### src/rtl/dtm_pkg.sv
package dtm_pkg;
  typedef enum logic [1:0] {
    XT_SINGLE = 2'd0,
    XT_BURST  = 2'd1,
    XT_PORT   = 2'd2,
    XT_RSVD   = 2'd3
  } xfer_t;
endpackage

### src/rtl/dtm_parity_check.sv
module dtm_parity_check #(
  parameter int LANES = 8
) (
  input  logic               clk_i,
  input  logic               rst_ni,
  input  logic               sample_i,
  input  logic [LANES*8-1:0] data_i,
  input  logic [LANES-1:0]   par_i,
  output logic [LANES-1:0]   err_now_o,
  output logic [LANES-1:0]   err_q_o
);
  logic [LANES-1:0] bad;

  for (genvar k = 0; k < LANES; k++) begin : g_lane
    // odd parity expected over 9 bits; XOR of 0 is an error
    assign bad[k] = ~(^{data_i[8*k +: 8], par_i[k]});
  end

  assign err_now_o = sample_i ? bad : '0;

  always_ff @(posedge clk_i or negedge rst_ni) begin
    if (!rst_ni) err_q_o <= '0;
    else         err_q_o <= err_now_o;
  end

  p_idle_clean_r3: assert property (@(posedge clk_i) disable iff (!rst_ni)
    !sample_i |=> (err_q_o == '0));
endmodule

### src/rtl/dtm_tenure_ctrl.sv
module dtm_tenure_ctrl
  import dtm_pkg::*;
#(
  parameter int CNT_W     = 4,
  parameter int BURST_LEN = 4
) (
  input  logic             clk_i,
  input  logic             rst_ni,
  input  logic             start_i,
  input  logic [1:0]       type_i,
  input  logic [CNT_W-1:0] beats_i,
  input  logic             ack_i,
  output logic             open_o,
  output logic             end_o,
  output logic             proto_o
);
  localparam logic [CNT_W-1:0] BURST_TGT = CNT_W'(BURST_LEN);
  localparam logic [CNT_W-1:0] ONE       = CNT_W'(1);

  logic             open_q;
  logic [CNT_W-1:0] cnt_q, tgt_q, tgt_new;
  logic             beat, last;

  always_comb begin
    unique case (xfer_t'(type_i))
      XT_BURST: tgt_new = BURST_TGT;
      XT_PORT:  tgt_new = (beats_i == '0) ? ONE : beats_i;
      default:  tgt_new = ONE;
    endcase
  end

  assign beat = open_q && ack_i;
  assign last = beat && (cnt_q + ONE == tgt_q);

  always_ff @(posedge clk_i or negedge rst_ni) begin
    if (!rst_ni) begin
      open_q  <= 1'b0;
      cnt_q   <= '0;
      tgt_q   <= ONE;
      end_o   <= 1'b0;
      proto_o <= 1'b0;
    end else begin
      end_o <= last;
      if (start_i && open_q) proto_o <= 1'b1;
      if (!open_q) begin
        if (start_i) begin
          open_q <= 1'b1;
          cnt_q  <= '0;
          tgt_q  <= tgt_new;
        end
      end else if (last) begin
        open_q <= 1'b0;
        cnt_q  <= '0;
      end else if (beat) begin
        cnt_q <= cnt_q + ONE;
      end
    end
  end

  assign open_o = open_q;

  p_end_pulse_r6: assert property (@(posedge clk_i) disable iff (!rst_ni)
    end_o |=> !end_o);
  p_cnt_bound_r7: assert property (@(posedge clk_i) disable iff (!rst_ni)
    open_q |-> (cnt_q < tgt_q));
  p_end_needs_ack_r9: assert property (@(posedge clk_i) disable iff (!rst_ni)
    $rose(end_o) |-> $past(ack_i));
  p_proto_sticky_r10: assert property (@(posedge clk_i) disable iff (!rst_ni)
    proto_o |=> proto_o);
endmodule

### src/rtl/dtm_checkstop.sv
module dtm_checkstop #(
  parameter int LANES = 8
) (
  input  logic             clk_i,
  input  logic             rst_ni,
  input  logic             en_i,
  input  logic [LANES-1:0] err_i,
  output logic             cs_o
);
  always_ff @(posedge clk_i or negedge rst_ni) begin
    if (!rst_ni)              cs_o <= 1'b0;
    else if (en_i && |err_i)  cs_o <= 1'b1;
  end

  p_cs_sticky_r4: assert property (@(posedge clk_i) disable iff (!rst_ni)
    cs_o |=> cs_o);
  p_cs_enable_r5: assert property (@(posedge clk_i) disable iff (!rst_ni)
    $rose(cs_o) |-> $past(en_i));
endmodule

### src/rtl/data_tenure_monitor.sv
module data_tenure_monitor #(
  parameter int DATA_W    = 64,
  parameter int CNT_W     = 4,
  parameter int BURST_LEN = 4
) (
  input  logic              clk_i,
  input  logic              rst_ni,
  input  logic              start_i,
  input  logic [1:0]        type_i,
  input  logic [CNT_W-1:0]  beats_i,
  input  logic [DATA_W-1:0] data_i,
  input  logic [DATA_W/8-1:0] par_i,
  input  logic              ack_i,
  input  logic              read_i,
  input  logic              par_en_i,
  output logic [DATA_W/8-1:0] lane_err_o,
  output logic              tenure_end_o,
  output logic              checkstop_o,
  output logic              proto_err_o
);
  localparam int LANES = DATA_W / 8;

  logic             open;
  logic [LANES-1:0] err_now;

  dtm_tenure_ctrl #(.CNT_W(CNT_W), .BURST_LEN(BURST_LEN)) u_ctrl (
    .clk_i   (clk_i),
    .rst_ni  (rst_ni),
    .start_i (start_i),
    .type_i  (type_i),
    .beats_i (beats_i),
    .ack_i   (ack_i),
    .open_o  (open),
    .end_o   (tenure_end_o),
    .proto_o (proto_err_o)
  );

  dtm_parity_check #(.LANES(LANES)) u_par (
    .clk_i     (clk_i),
    .rst_ni    (rst_ni),
    .sample_i  (open && ack_i && read_i),
    .data_i    (data_i),
    .par_i     (par_i),
    .err_now_o (err_now),
    .err_q_o   (lane_err_o)
  );

  dtm_checkstop #(.LANES(LANES)) u_cs (
    .clk_i  (clk_i),
    .rst_ni (rst_ni),
    .en_i   (par_en_i),
    .err_i  (err_now),
    .cs_o   (checkstop_o)
  );

  p_err_with_cs_r4: assert property (@(posedge clk_i) disable iff (!rst_ni)
    $rose(checkstop_o) |-> (lane_err_o != '0));
endmodule

### config.mk
export PLATFORM = sky130hd
export DESIGN_NAME = data_tenure_monitor
export DESIGN_NICKNAME = d
export VERILOG_FILES = /design/src/rtl/dtm_pkg.sv /design/src/rtl/dtm_parity_check.sv /design/src/rtl/dtm_tenure_ctrl.sv /design/src/rtl/dtm_checkstop.sv /design/src/rtl/data_tenure_monitor.sv
export SDC_FILE = /design/constraint.sdc
export NUM_CORES = 1
export LEC_CHECK = 0
export ABC_CLOCK_PERIOD_IN_PS = 3300
export CAP_MARGIN = 10
export CELL_PAD_IN_SITES_DETAIL_PLACEMENT = 1
export CELL_PAD_IN_SITES_GLOBAL_PLACEMENT = 2
export CORE_MARGIN = 4
export CORE_UTILIZATION = 30
export CTS_CLUSTER_DIAMETER = 40
export DETAILED_ROUTE_END_ITERATION = 16
export DONT_BUFFER_PORTS = 1
export PLACE_DENSITY_LB_ADDON = 0.1
export SLEW_MARGIN = 15
export SYNTH_ARGS = -nofsm -noshare
export SYNTH_HDL_FRONTEND = slang
export SYNTH_HIERARCHICAL = 1
export SYNTH_SLANG_ARGS = --single-unit
### constraint.sdc
create_clock -name clk_i -period 3.3 [get_ports clk_i]
set_clock_uncertainty 0.1 [all_clocks]
set_input_delay 0.66 -clock clk_i [delete_from_list [all_inputs] [get_ports clk_i]]
set_output_delay 0.66 -clock clk_i [all_outputs]
set_load 0.02 [all_outputs]
### After elaboration in Yosys (flattened, before gate mapping)

Cells that the tools add are included.

| storage, ports and cells | value |
|---|---|
| bits of input ports | 84 |
| logic and storage cells | 49 |
| register bits after elaboration | 20 |
| output and inout bits | 11 |

| operators by class | value |
|---|---|
| multiplexer cells | 10 |
| reductions and logical operators | 18 |
| bitwise gates (word level) | 9 |
| equal/unequal tests | 4 |
| add/sub/neg operators | 1 |

Operators by type and width:

| cell | count |
|---|---|
| 9-bit XOR reduction | 8 |
| 4-bit 2-to-1 mux | 5 |
| 1-bit NOT | 9 |
| 8-bit 2-to-1 mux | 1 |
| 4-bit one-hot mux with 2 select lines | 1 |
| 8-bit OR reduction | 1 |
| 1-bit logical AND | 5 |
| 4-bit by 1-bit adder with 4-bit output, second input constant | 1 |
| 4-bit equality test | 1 |
| 4-bit logical NOT | 1 |
| 2-bit AND reduction | 2 |
| 1-bit 2-to-1 mux | 3 |
| 3-bit != test, second input constant | 1 |
| 2-bit by 1-bit equality test with 1-bit output, second input constant | 1 |
| 2-bit equality test, second input constant | 1 |
| 2-bit nonzero test | 1 |

### Logic depth before layout (Yosys ltp)

Gate-level depths: netlist of the first run.

| logic depth | value |
|---|---|
| depth after elaboration | 5 |
| mapped depth | 8 |

### By module

Netlist of the first run, hierarchy kept.

Modules (own cells, without submodules):

| module | cells each | sequential area each (sq um) | area an instance (sq um) | times used |
|---|---|---|---|---|
| dtm_parity_check | 74 | 200.2 | 948.4 | 1 |
| dtm_tenure_ctrl | 62 | 276.5 | 621.8 | 1 |
| dtm_checkstop | 5 | 25.0 | 48.8 | 1 |
| data_tenure_monitor | 1 | 0.0 | 6.3 | 1 |

### Worst setup path before layout of the first run

Ideal clock, no wire load.

| timing | value |
|---|---|
| kind | input -> register |
| from | in data_i[12] |
| to | reg u_cs.cs_o |
| setup slack | 1.261 ns |
| arrival | 1.821 ns |
| stages on the path | 6 |
| setup time | 0.118 ns |
| buffers on the path | 0 |
| cells stage by stage | xor2_1 -> xnor3_1 -> mux2i_1 -> nor4_1 -> nand2_1 -> a21o_1 |

| between the ends | value |
|---|---|
| longest elaborated chain between the ends | 5 |

Ends and longest elaborated chain:

| item | line | source |
|---|---|---|
| start: declaration | data_tenure_monitor.sv:11 | `input logic [DATA_W-1:0] data_i,` |
| 9-bit XOR reduction | dtm_parity_check.sv:16 | `assign bad[k] = ~(^{data_i[8*k +: 8], par_i[k]});` |
| 1-bit NOT | dtm_parity_check.sv:16 |  |
| 8-bit 2-to-1 mux | dtm_parity_check.sv:19 | `assign err_now_o = sample_i ? bad : '0;` |
| net err_now[1] | data_tenure_monitor.sv:24 | `logic [LANES-1:0] err_now;` |
| 8-bit OR reduction | dtm_checkstop.sv:12 | `else if (en_i && \|err_i) cs_o <= 1'b1;` |
| 1-bit logical AND | dtm_checkstop.sv:12 |  |
| end signal: assignment | dtm_checkstop.sv:11 | `if (!rst_ni) cs_o <= 1'b0;` |
| end signal: assignment | dtm_checkstop.sv:12 |  |
| end: declaration | dtm_checkstop.sv:8 | `output logic cs_o` |

The timed path passes the listed nets, and every way through them passes these cells.
A chain may end at the register's enable or synchronous reset.

### Final worst setup path of the first run

| timing | value |
|---|---|
| from | reg u_ctrl.open_q (netlist: u_ctrl/open_o) |
| to | reg u_cs.cs_o |

| between the ends | value |
|---|---|
| longest elaborated chain between the ends | 5 |

Ends and longest elaborated chain:

| item | line | source |
|---|---|---|
| start: declaration | dtm_tenure_ctrl.sv:20 | `logic open_q;` |
| start signal: assignment | dtm_tenure_ctrl.sv:37 | `open_q <= 1'b0;` |
| start signal: assignment | dtm_tenure_ctrl.sv:47 | `open_q <= 1'b1;` |
| start signal: assignment | dtm_tenure_ctrl.sv:52 | `open_q <= 1'b0;` |
| 1-bit logical AND (2 in series) | data_tenure_monitor.sv:41 | `.sample_i (open && ack_i && read_i),` |
| 8-bit 2-to-1 mux | dtm_parity_check.sv:19 |  |
| net err_now[0] | data_tenure_monitor.sv:24 |  |
| 8-bit OR reduction | dtm_checkstop.sv:12 |  |
| 1-bit logical AND | dtm_checkstop.sv:12 |  |

The timed path passes the listed nets, and every way through them passes these cells.

==> impl_metrics.ini, run 1 <==
[sta]
rsz0062_at_grt = false
slew_violations = 0
finalCritPeriodShare = 0.653
tns_ps = 0
fin_crit_ps = 2150
hold_violations = 0
worst_pin_slew_ps = 903
setup_viol = 0
maxSlewHeadroom = 0.396
hold_ws_ps = 136
max_freq_mhz = 464

[floorplan]
core_um2 = 5170
ios = 95
fp.dieW_um = 81.6
die-area_um2 = 6660
rows = 26
start_util = 0.314
dieHeight_um = 81.6

[global_route]
top_usage_layer = met2
met1_usage = 0.113
overflow = 0
met3_usage = 0.0340
grt_max_degree = 20
gr-usage-met2 = 0.196
track_usage = 0.103
antenna_found_initial = 0
grt_pass1_vias = 1134
grt_pass1_wl_um = 5330

[worst_setup_path]
worst_path_largest_cell_delay_ps = 540
reg2reg_from = u_ctrl/open_o
critPathKind = flip-flop to flip-flop
start_kind = flip-flop
required_ps = 3410
reg2reg_slack_ps = 1150
end_kind = flip-flop
crit_path_cell_trace = and3_1 > inv_1 > or2_1 > mux2i_1 > nor4_1 > nand2_1 > a21o_1
slowest_stage = dfrtp_1
cp_max_fo = 12
r2r_cells = 7
reg2reg_to = u_cs/cs_o
worstPathArrival_ps = 2260

[layout]
nets = 233
post-route-util = 0.345
seq_area_um2 = 502
area_delta_synth_final_pct = 9.93
nFillCells = 573
final_cell_count_no_fill = 215
fin_area_um2 = 1790
multi_input_area_um2 = 1100
num_antenna_cells = 0
drive_above_1_share = 0.0414

[place]
gp_congestion = 0.687
portBuffers = 0
dp.cells = 210
dpl.hpwl_um = 2970
placed_area_um2 = 1710

[clock_tree]
root_buffer = clkbuf_8
h-tree-depth = 1
clock_latency_ps = 260
clock_sinks = 20
clock_path_buffers = 2
path_clk_slew_ps = 80
numCtsBuffers = 3
cts_setup_buffers = 0
cts_tree = built

[detailed_routing]
vias_per_cell = 4.88
drt_pass1_iterations = 2
routed_wl_um = 3600
wire_per_inst_um = 16.8
ant_nets = 0
dr_total_vias = 1049
drtIter0Drc = 12
drc = 0

[power]
ir_drop_mv = 0.330
cellLeakagePower_nw = 0.840
p_per_area_nw_per_um2 = 596

[flow_run]
maxCapViolCount = 0

[synthesis]
synth_largest_area_cell = dfrtp_1
yosys-top-cells-area = dfrtp_1 (29%), xor3_1 (13%), xnor3_1 (11%), xnor2_1 (10%), mux2i_1 (4.9%)
syn_area_um2 = 1630
avgSynthCellArea_um2 = 11.4
ys.flop_type = dfrtp_1
synth_common_cells = dfrtp_1 (19), xnor2_1 (19), nand2_1 (17)
synth_seq_cells = 20
ys.warnings.count = 6
synth_edf_count = 0
synthDistinctLibCells = 32
syn_nets = 229
ys_async_sr_fraction = 1.00
seq_area_frac_synth = 0.309
synth.top_cell.area_share = 0.293
synth_cells = 142

[run_status]
outcome = complete, no violations

[worst_hold_path]
min_path_type = input port to asynchronous set/reset pin
[where the power goes]
part           total, W  internal (W)  switching [W]
Combinational  0.000414      0.000245       0.000169
Sequential     0.000404      0.000314      0.0000903
Clock          0.000247      0.000162      0.0000849
[routing by layer]
metal | wire length [um] | up-vias
met5 | 0 | -
met1 | 1250 | 494
met2 | 1870 | 55
met4 | 10 | 0
met3 | 471 | 4
li1 | - | 496
[final cells by class]
class,instances,area share
multi-input combinational,116,0.616
sequential,20,0.281
tap,70,0.0490
clock buffer,3,0.0231
clock inverter,1,0.0168
inverter,4,0.00840
timing repair buffer,1,0.00560
[metrics by stage]
step / power (W) / setup slack (ps)
3_5_place_dp: 0.000822 / 963
5_1_grt: 0.00115 / 901
6_report: 0.00107 / 1150
4_1_cts: 0.00108 / 1080
3_3_place_gp: 0.000811 / 994
2_1_floorplan: 0.000747 / 1260
[repair_timing]
item / 4_1_cts / 5_1_grt
endpoints found under the hold margin: 19 / 0
hold buffers: 1 / 0
setup endpoints to repair: 0 / 0
gates resized for setup: 0 / 0
[worst max-delay path by stage]
stage,from,to,slack [ps],cells after the start
floorplan,data_i[12],u_cs/cs_o,1260,6
global placement,read_i,u_cs/cs_o,990,7
detailed placement,read_i,u_cs/cs_o,960,7
CTS,u_ctrl/open_o,u_cs/cs_o,1080,7
global route,u_ctrl/open_o,u_cs/cs_o,900,7
finish,u_ctrl/open_o,u_cs/cs_o,1150,7
[registers in the layout (all words and copies together) (netlist names)]
register        cells
u_ctrl/tgt_q        4
u_ctrl/open_o       1
u_ctrl/proto_o      1
u_par/err_q_o       8
u_cs/cs_o           1
u_ctrl/end_o        1
u_ctrl/cnt_q        4
[cell families (layout without fill, tap and decap cells)]
kind of cell / count (synthesis) / after routing / share of synthesized area
flops: 20 / 20 / 0.309
simple gates: 47 / 47 / 0.148
buf+inv: 6 / 9 / 0.0138
mux: 9 / 9 / 0.0562
xor+xnor: 45 / 45 / 0.393
compound gates: 12 / 12 / 0.0570
fa+ha+maj: 3 / 3 / 0.0231
[cell usage in the layout, fill, tap and decap left out, drive strengths merged, types with 3 or more instances in the layout]
master  instances
a21o            3
clkbuf          3
dfrtp          19
ha              3
inv             4
mux2i           8
nand2          17
nand3           4
nand3b          3
nor2            4
nor4            3
or2             8
xnor2          19
xnor3           8
xor2            9
xor3            9
[critical path, delay by kind of cell (launching register included)]
| kind | cells | cell delay (ps) |
|---|---|---|
| AO/OA/AOI/OAI | 1 | 100 |
| buffers and inverters | 1 | 250 |
| AND/OR/NAND/NOR | 4 | 920 |
| flip-flops | 1 | 540 |
| multiplexers | 1 | 190 |
No activity file was read; power rests on OpenSTA's default activity.
==> run 2, diff against run 1 <==
- ABC_CLOCK_PERIOD_IN_PS: 3300 -> 2200
- clock period: 3.3 -> 2.2 ns (I/O delays scaled with it)
==> impl_metrics.ini, run 2 (synthesis gave the netlist of run 1 again) <==
[power]
ir_drop_mv = 0.471
switchingPower_w = 0.000519
combinationalPowerShare = 0.402
p_sw_frac = 0.322
p_per_area_nw_per_um2 = 895
cellLeakagePower_nw = 0.850
power_frac_clock = 0.232
internal_power_w = 0.00109
p_total_w = 0.00161
seq_power_share = 0.366

[detailed_routing]
drc = 0
drtIter0Drc = 20
dr_total_vias = 1064
drt_pass1_iterations = 4
ant_nets = 0
vias_per_cell = 4.90
wire_per_inst_um = 17.1
routed_wl_um = 3710

[layout]
area_delta_synth_final_pct = 10.9
top_register = u_par/err_q_o
final_cell_count_no_fill = 217
nets = 235
drive_above_1_share = 0.0544
final_cell_mix = dfrtp_1 (19), xnor2_1 (19), nand2_1 (17)
largest_reg_flops = 8
reg.largest.list = u_par/err_q_o (8), u_ctrl/cnt_q (4), u_ctrl/tgt_q (4)
nFillCells = 571
num_antenna_cells = 0

[clock_tree]
ctsResizeCount = 0
clock_latency_ps = 260
h-tree-depth = 1
clock_path_buffers = 2
clock_sinks = 20
cts_tree = built
path_clk_slew_ps = 80
root_buffer = clkbuf_8
numCtsBuffers = 3
cts_setup_buffers = 0

[sta]
worst_pin_slew_ps = 940
tns_ps = 0
fin_crit_ps = 2010
max_freq_mhz = 497
slew_violations = 0
finalCritPeriodShare = 0.914
hold_violations = 0
setup_slack_ps = 190
setup_viol = 0
maxSlewHeadroom = 0.371
rsz0062_at_grt = false

[worst_setup_path]
end_kind = flip-flop
start_kind = flip-flop
required_ps = 2260
cp_max_fo = 5
worst_path_largest_cell_delay_ps = 450
slowest_stage = dfrtp_1
worstPathArrival_ps = 2070
reg2reg_from = u_ctrl/cnt_q[0]
crit_start = u_ctrl/cnt_q[0]
critPathKind = flip-flop to flip-flop
crit_path_cell_trace = ha_1 > xor2_1 > nor3_1 > nand3b_1 > a32o_1

[place]
gp_congestion = 0.755
dp.cells = 212
portBuffers = 0
dp_slack_ps = 196
dpl.hpwl_um = 3090

[floorplan]
ios = 95
rows = 26
core_um2 = 5170
die-area_um2 = 6660
dieHeight_um = 81.6
start_util = 0.314
fp.dieW_um = 81.6

[global_route]
grt_pass1_vias = 1155
track_usage = 0.107
grt_max_degree = 21
grt_pass1_wl_um = 5420
antenna_found_initial = 0
overflow = 0

[worst_hold_path]
min_path_type = input port to flip-flop
worstHoldStart = par_en_i

[flow_run]
maxCapViolCount = 0

[run_status]
outcome = complete, no violations
## run 2: changes by cell type in the layout (fill, tap and decap cells not counted)
cell	before	now
buf_4	0	2
## run 2: metrics by stage
step / cell area, um2 / hold slack [ps] / util
2_1_floorplan: 1630 / 44.4 / -
3_3_place_gp: 1720 / 45.1 / 0.333
3_5_place_dp: 1720 / 45.1 / 0.333
4_1_cts: 1800 / 173 / 0.348
5_1_grt: 1800 / 170 / 0.348
6_report: 1800 / 183 / 0.348
## run 2: final timing paths
kind                       cells after the start  slack (ps)          endpoint
setup / recovery                               5         190   u_ctrl/cnt_q[1]
hold / removal                                 1         180         u_cs/cs_o
setup reg to reg                               5         190   u_ctrl/cnt_q[1]
hold reg to reg                                2         390   u_ctrl/tgt_q[0]
max in group asynchronous                      1         760      u_ctrl/end_o
min in group asynchronous                      1         660  u_par/err_q_o[6]
## run 2: final cells by class
cell class                 count  area [um2]  share of cell area
clock inverter                 1        30.0              0.0167
clock buffer                   3        41.3              0.0229
tap                           70        87.6              0.0486
inverter                       4        15.0             0.00833
timing repair buffer           3        25.0              0.0139
sequential                    20         502               0.278
multi-input combinational    116        1100               0.611
## run 2: metal layers
metal  global-route usage  vias to the layer above  part of all wire
met1                0.110                      505              0.35
met5                    0                        -                 0
li1                     -                      499                 -
met2                0.211                       56              0.51
met3               0.0351                        4              0.13
met4               0.0199                        0            0.0059
## run 2: critical path, delay by kind of cell (launching register included)
family                     cells  cell delay (ps)
and+or+nand+nor                2              500
DFF                            1              450
adders and majority gates      1              350
AOI/OAI and AO/OA              1              330
xor gates and xnor gates       1              180
## run 2: power by group through the flow
stage | Clock [W] | Sequential (W) | Combinational, W
final | 0.000374 | 0.000591 | 0.000649
after global routing | 0.000411 | 0.000608 | 0.000726
after CTS | 0.000395 | 0.000595 | 0.000658
after detailed placement | 0 | 0.000600 | 0.000646
after global placement | 0 | 0.000596 | 0.000634
after floorplan | 0 | 0.000571 | 0.000549
## run 2: what timing repair did
action | 4_1_cts | 5_1_grt
hold buffers | 1 | 0
setup endpoints to repair | 0 | 0
hold endpoints to repair | 20 | 0
